$ cat config.mk
export PLATFORM = sky130hd
export DESIGN_NAME = sar_ctrl
export DESIGN_NICKNAME = d
export VERILOG_FILES = /design/src/rtl/sar_pkg.sv /design/src/rtl/sar_fsm.sv /design/src/rtl/sar_datapath.sv /design/src/rtl/sar_ctrl.sv
export SDC_FILE = /design/constraint.sdc
export NUM_CORES = 1
export LEC_CHECK = 0
export CAP_MARGIN = 20
export CORE_MARGIN = 1.5
export CORE_UTILIZATION = 56
export CTS_BUF_LIST = sky130_fd_sc_hd__clkbuf_8
export DETAILED_ROUTE_END_ITERATION = 16
export PLACE_DENSITY = 0.89
export SLEW_MARGIN = 10
export SYNTH_ARGS = -nofsm -noshare
export SYNTH_HDL_FRONTEND = slang
export SYNTH_SLANG_ARGS = --single-unit
$ cat constraint.sdc
create_clock -name clk -period 2.7 [get_ports clk]
set_input_delay 0.675 -clock clk [delete_from_list [all_inputs] [get_ports clk]]
set_output_delay 0.675 -clock clk [all_outputs]
set_load 0.01 [all_outputs]
$ cat src/rtl/sar_pkg.sv
package sar_pkg;
    typedef enum logic {
        ST_IDLE = 1'b0,
        ST_CONV = 1'b1
    } sar_state_t;
endpackage

$ cat src/rtl/sar_fsm.sv
module sar_fsm
    import sar_pkg::*;
(
    input  logic clk,
    input  logic rst,
    input  logic start,
    input  logic cmp_eq,
    input  logic last_bit,
    output logic load,
    output logic step,
    output logic finish,
    output logic busy,
    output logic done
);
    sar_state_t state_q, state_d;
    logic       done_q;

    // state register
    always_ff @(posedge clk) begin
        if (rst) begin
            state_q <= ST_IDLE;
            done_q  <= 1'b0;
        end else begin
            state_q <= state_d;
            done_q  <= finish;
        end
    end

    // next state and outputs
    always_comb begin
        state_d = state_q;
        load    = 1'b0;
        step    = 1'b0;
        finish  = 1'b0;
        unique case (state_q)
            ST_IDLE: begin
                if (start) begin          // accept
                    load    = 1'b1;
                    state_d = ST_CONV;
                end
            end
            ST_CONV: begin
                step = 1'b1;              // step
                if (cmp_eq || last_bit) begin  // match / exhaust
                    finish  = 1'b1;
                    state_d = ST_IDLE;
                end
            end
            default: state_d = ST_IDLE;
        endcase
    end

    assign busy = (state_q == ST_CONV);
    assign done = done_q;

    AST_DONE_PULSE: assert property (@(posedge clk) disable iff (rst)
        done |=> !done);
    AST_NO_OVERLAP: assert property (@(posedge clk) disable iff (rst)
        done |-> !busy);
endmodule

$ cat src/rtl/sar_datapath.sv
module sar_datapath #(
    parameter int N = 8
) (
    input  logic         clk,
    input  logic         rst,
    input  logic         load,
    input  logic         step,
    input  logic         finish,
    input  logic         cmp_gt,
    input  logic         cmp_eq,
    output logic [N-1:0] trial,
    output logic [N-1:0] result,
    output logic         last_bit
);
    localparam logic [N-1:0] TOP_CODE = {1'b1, {(N-1){1'b0}}};

    logic [N-1:0] trial_q, probe_q, result_q, trial_nx;

    // per-bit next trial: settle the probed bit, arm the one below it
    for (genvar i = 0; i < N; i++) begin : g_bit
        if (i == N-1) begin : g_top
            assign trial_nx[i] = probe_q[i] ? cmp_gt : trial_q[i];
        end else begin : g_low
            assign trial_nx[i] = probe_q[i]   ? cmp_gt :
                                 probe_q[i+1] ? 1'b1   : trial_q[i];
        end
    end

    always_ff @(posedge clk) begin
        if (rst) begin
            trial_q  <= '0;
            probe_q  <= '0;
            result_q <= '0;
        end else if (load) begin
            trial_q <= TOP_CODE;
            probe_q <= TOP_CODE;
        end else if (step) begin
            if (cmp_eq) begin
                result_q <= trial_q;
            end else begin
                trial_q <= trial_nx;
                probe_q <= probe_q >> 1;
                if (finish) result_q <= trial_nx;
            end
        end
    end

    assign trial    = trial_q;
    assign result   = result_q;
    assign last_bit = probe_q[0];

    AST_PROBE_ONEHOT: assert property (@(posedge clk) disable iff (rst)
        step |-> $onehot(probe_q));
endmodule

$ cat src/rtl/sar_ctrl.sv
module sar_ctrl #(
    parameter int N = 8
) (
    input  logic         clk,
    input  logic         rst,
    input  logic         start,
    input  logic         cmp_gt,
    input  logic         cmp_eq,
    output logic [N-1:0] trial,
    output logic [N-1:0] result,
    output logic         busy,
    output logic         done
);
    localparam logic [N-1:0] TOP_CODE = {1'b1, {(N-1){1'b0}}};

    logic load, step, finish, last_bit;

    sar_fsm u_fsm (
        .clk      (clk),
        .rst      (rst),
        .start    (start),
        .cmp_eq   (cmp_eq),
        .last_bit (last_bit),
        .load     (load),
        .step     (step),
        .finish   (finish),
        .busy     (busy),
        .done     (done)
    );

    sar_datapath #(.N(N)) u_dp (
        .clk      (clk),
        .rst      (rst),
        .load     (load),
        .step     (step),
        .finish   (finish),
        .cmp_gt   (cmp_gt),
        .cmp_eq   (cmp_eq),
        .trial    (trial),
        .result   (result),
        .last_bit (last_bit)
    );

    // one cycle after reset release, history is valid
    logic hist_ok;
    always_ff @(posedge clk) begin
        if (rst) hist_ok <= 1'b0;
        else     hist_ok <= 1'b1;
    end

    AST_START_CODE: assert property (@(posedge clk) disable iff (rst)
        (!busy && start) |=> (busy && trial == TOP_CODE));
    AST_EQ_FREEZE: assert property (@(posedge clk) disable iff (rst)
        (busy && cmp_eq) |=> (done && $stable(trial)));
    AST_RESULT_HOLD: assert property (@(posedge clk) disable iff (rst)
        (hist_ok && !done) |-> $stable(result));
    AST_IDLE_QUIET: assert property (@(posedge clk) disable iff (rst)
        (hist_ok && !busy && !start) |=> ($stable(trial) && !busy));
endmodule

==> impl_results.md <==
- Status: complete, no violations
- Floorplan row count: 15
- Final Hold Vio Count: 0
- Seq pwr share: 0.500
- Die area: 0.00226 mm^2
- CTS max path bufs: 2
- Largest net degree at the start of global routing: 17
- Avg WL per Cell: 15.3 um
- Largest stage delay, worst path: 600 ps
- Final max-slew violation count: 0
- Crit path buf inv count: 1
- Net switching power: 177 uW
- Clk_lat worst skew: 280 ps
- Layout cell share with drive strength beyond 1: 0.124
- Slew headroom: 0.676
- P_leak: 0.463 nW
- Switching part of the total power: 0.222
- 1st-iter DRT viols: 40
- Post-CTS setup buffers: 0
- Post-DRT Antenna Nets: 0
- Post-synth EDFFs: 0
- Yosys cell types: 33
- Port-buffer cells: 22
- Most common cell after layout, fill and taps aside: dfxtp_1
- I/O Pins: 23
- Seq cells post-synth: 26
- Total core area: 0.00180 mm^2
- CP Capture Type: output port
- Area Overhead vs Synth: 25.6%
- Setup Skew: 4.89 ps
- Final setup violation count: 0
- # H-tree levels: 1
- Logic pwr share: 0.089
- CP Class: reg2out
- Root buffer cell: clkbuf_8
- Antenna violations before repair: 0
- Clock sink total: 26
- Global-route wire length before repair: 4.02 mm
- Asr flop ratio synth: 0
- CP max FO: 9
- Internal power consumption: 620 uW
- Diode count: 0
- Initial Utilization: 0.616
- Critical-path top delay cell: clkdlybuf4s50_1
- Vias in the first global route: 838
- CP required: 2030 ps
- Post-synthesis sequential area ratio: 0.469
- DR vias/cell: 5.91
- Die H: 47.5 um
- Crit-path cells: clkdlybuf4s50_1
- Post-CTS Resized: 0
- # hold bufs at CTS: 0
- Power Density: 571 mW/mm^2
- Path category of the worst min-delay check: reg2reg
- MaxCap Viol Count: 0
- Via count: 1005
- Final nets: 151
- Startpoint types: flip-flop
- Area of the mapped netlist: 0.00111 mm^2
- Clock network power share: 0.411
- Final critical-path required period: 2090 ps
- Most frequent cells in the layout: dfxtp_1, clkdlybuf4s50_1, nand2_1
- GR Util All Layers: 0.265
- Num CTS Buffers: 3
- Grt ovf: 0
- Avg Synthesized Cell Area: 8.88 um^2
- Non-Filler Instances: 170
- Placer Congestion: 0.863
- HPWL Detailed: 1.73 mm
- Cells after synthesis: 125
- Top_reg_cell synth: dfxtp_1
- CTS tree: built
- DRC violations left: 0
- Synth Net Count: 130
- First-pass DRT Iterations: 4
- Clk slew on worst S/H paths: 90 ps
- Arr. time, crit path: 1420 ps
- Ys Warns: 0
- RSZ-0062 raised after global routing: false
- Critical path's top delay family: buffers and inverters
- VDD IR-drop max: 0.471 mV
- Final worst path period share: 0.774
- Fmax achieved: 0.478 GHz
- Worst-Margin Slew: 487 ps
- Placed cell count: 166
- Post-Route WL: 2.61 mm
- Final TNS setup: 0 ps
- Die W: 47.5 um
## cells by family (layout without fill, tap and decap cells)
family / after synthesis / in the layout / share of synthesized area
muxes: 1 / 1 / 0.00902
buffers and inverters: 13 / 33 / 0.0620
DFF: 26 / 26 / 0.469
AOI/OAI and AO/OA: 49 / 49 / 0.308
and+or+nand+nor: 36 / 36 / 0.152
## routing by layer
layer | routed length (um) | up-vias | GRT usage
met5 | 0 | - | 0
met4 | 60 | 0 | 0.139
met3 | 142 | 7 | 0.0604
met2 | 1260 | 41 | 0.400
met1 | 1150 | 474 | 0.351
li1 | - | 483 | -
## synthesized netlist by cell type, drive strengths merged (2+ instances only)
cell    number  area, um^2
buf          5        38.8
a221oi       3        26.3
o21bai       2        15.0
a21oi       17        85.1
nor2         7        33.8
o21ai        5        28.8
dfxtp       26         521
o21a         2        15.0
a211o        4        35.0
a211oi       6        60.1
o22ai        4        25.0
or2          4        25.0
inv          6        22.5
clkbuf       2        7.51
a221o        2        20.0
nand2       20        75.1
## final timing paths
kind         depth (start not counted)                          end  slack, ps                         from
max                                  1                         busy        610        u_fsm.busy$_SDFF_PP0_
min                                  2  u_dp.result[5]$_SDFFE_PP0P_        450  u_dp.result[5]$_SDFFE_PP0P_
max reg2reg                          3   u_dp.trial[0]$_SDFFE_PP0P_       1350        u_fsm.busy$_SDFF_PP0_
min reg2reg                          2  u_dp.result[5]$_SDFFE_PP0P_        450  u_dp.result[5]$_SDFFE_PP0P_
## final cells by class
type                    count  area (um^2)
inverters                   6         22.5
well taps                  25         31.3
multi-input cells          86          520
clock buffers               3         41.3
repair buffers             23          228
flip-flops and latches     26          520
clock inverters             1         30.0
fillers                   120          408
## flip-flops by register name, indices dropped and copies added, names as in the netlist
name	cells
u_dp.trial	8
u_fsm.done	1
u_fsm.busy	1
u_dp.probe_q	8
u_dp.result	8
## power by group through the flow
stage	clock (mW)	sequential, mW	combinational, mW
floorplan	0	0.408	0.0443
global placement	0	0.406	0.0662
detailed placement	0	0.407	0.0676
CTS	0.327	0.398	0.0699
global route	0.340	0.399	0.0762
finish	0.327	0.399	0.0706
## worst min-delay path, delay by kind of cell, from the launching register on
family	cells	cell delay, ps
AO/OA/AOI/OAI	1	50
AND/OR/NAND/NOR	1	50
flip-flops	1	320
## stage by stage
stage          cell area, um^2  power [mW]  setup slack [ps]  utilization  hold WS, ps
3_3_place_gp              1320       0.473               555        0.734          439
2_1_floorplan             1110       0.452              1170            -          448
6_report                  1390       0.796               609        0.774          453
4_1_cts                   1390       0.795               621        0.774          456
3_5_place_dp              1320       0.474               514        0.734          445
5_1_grt                   1390       0.816               556        0.774          474
Power figures use the tool's default switching activity.
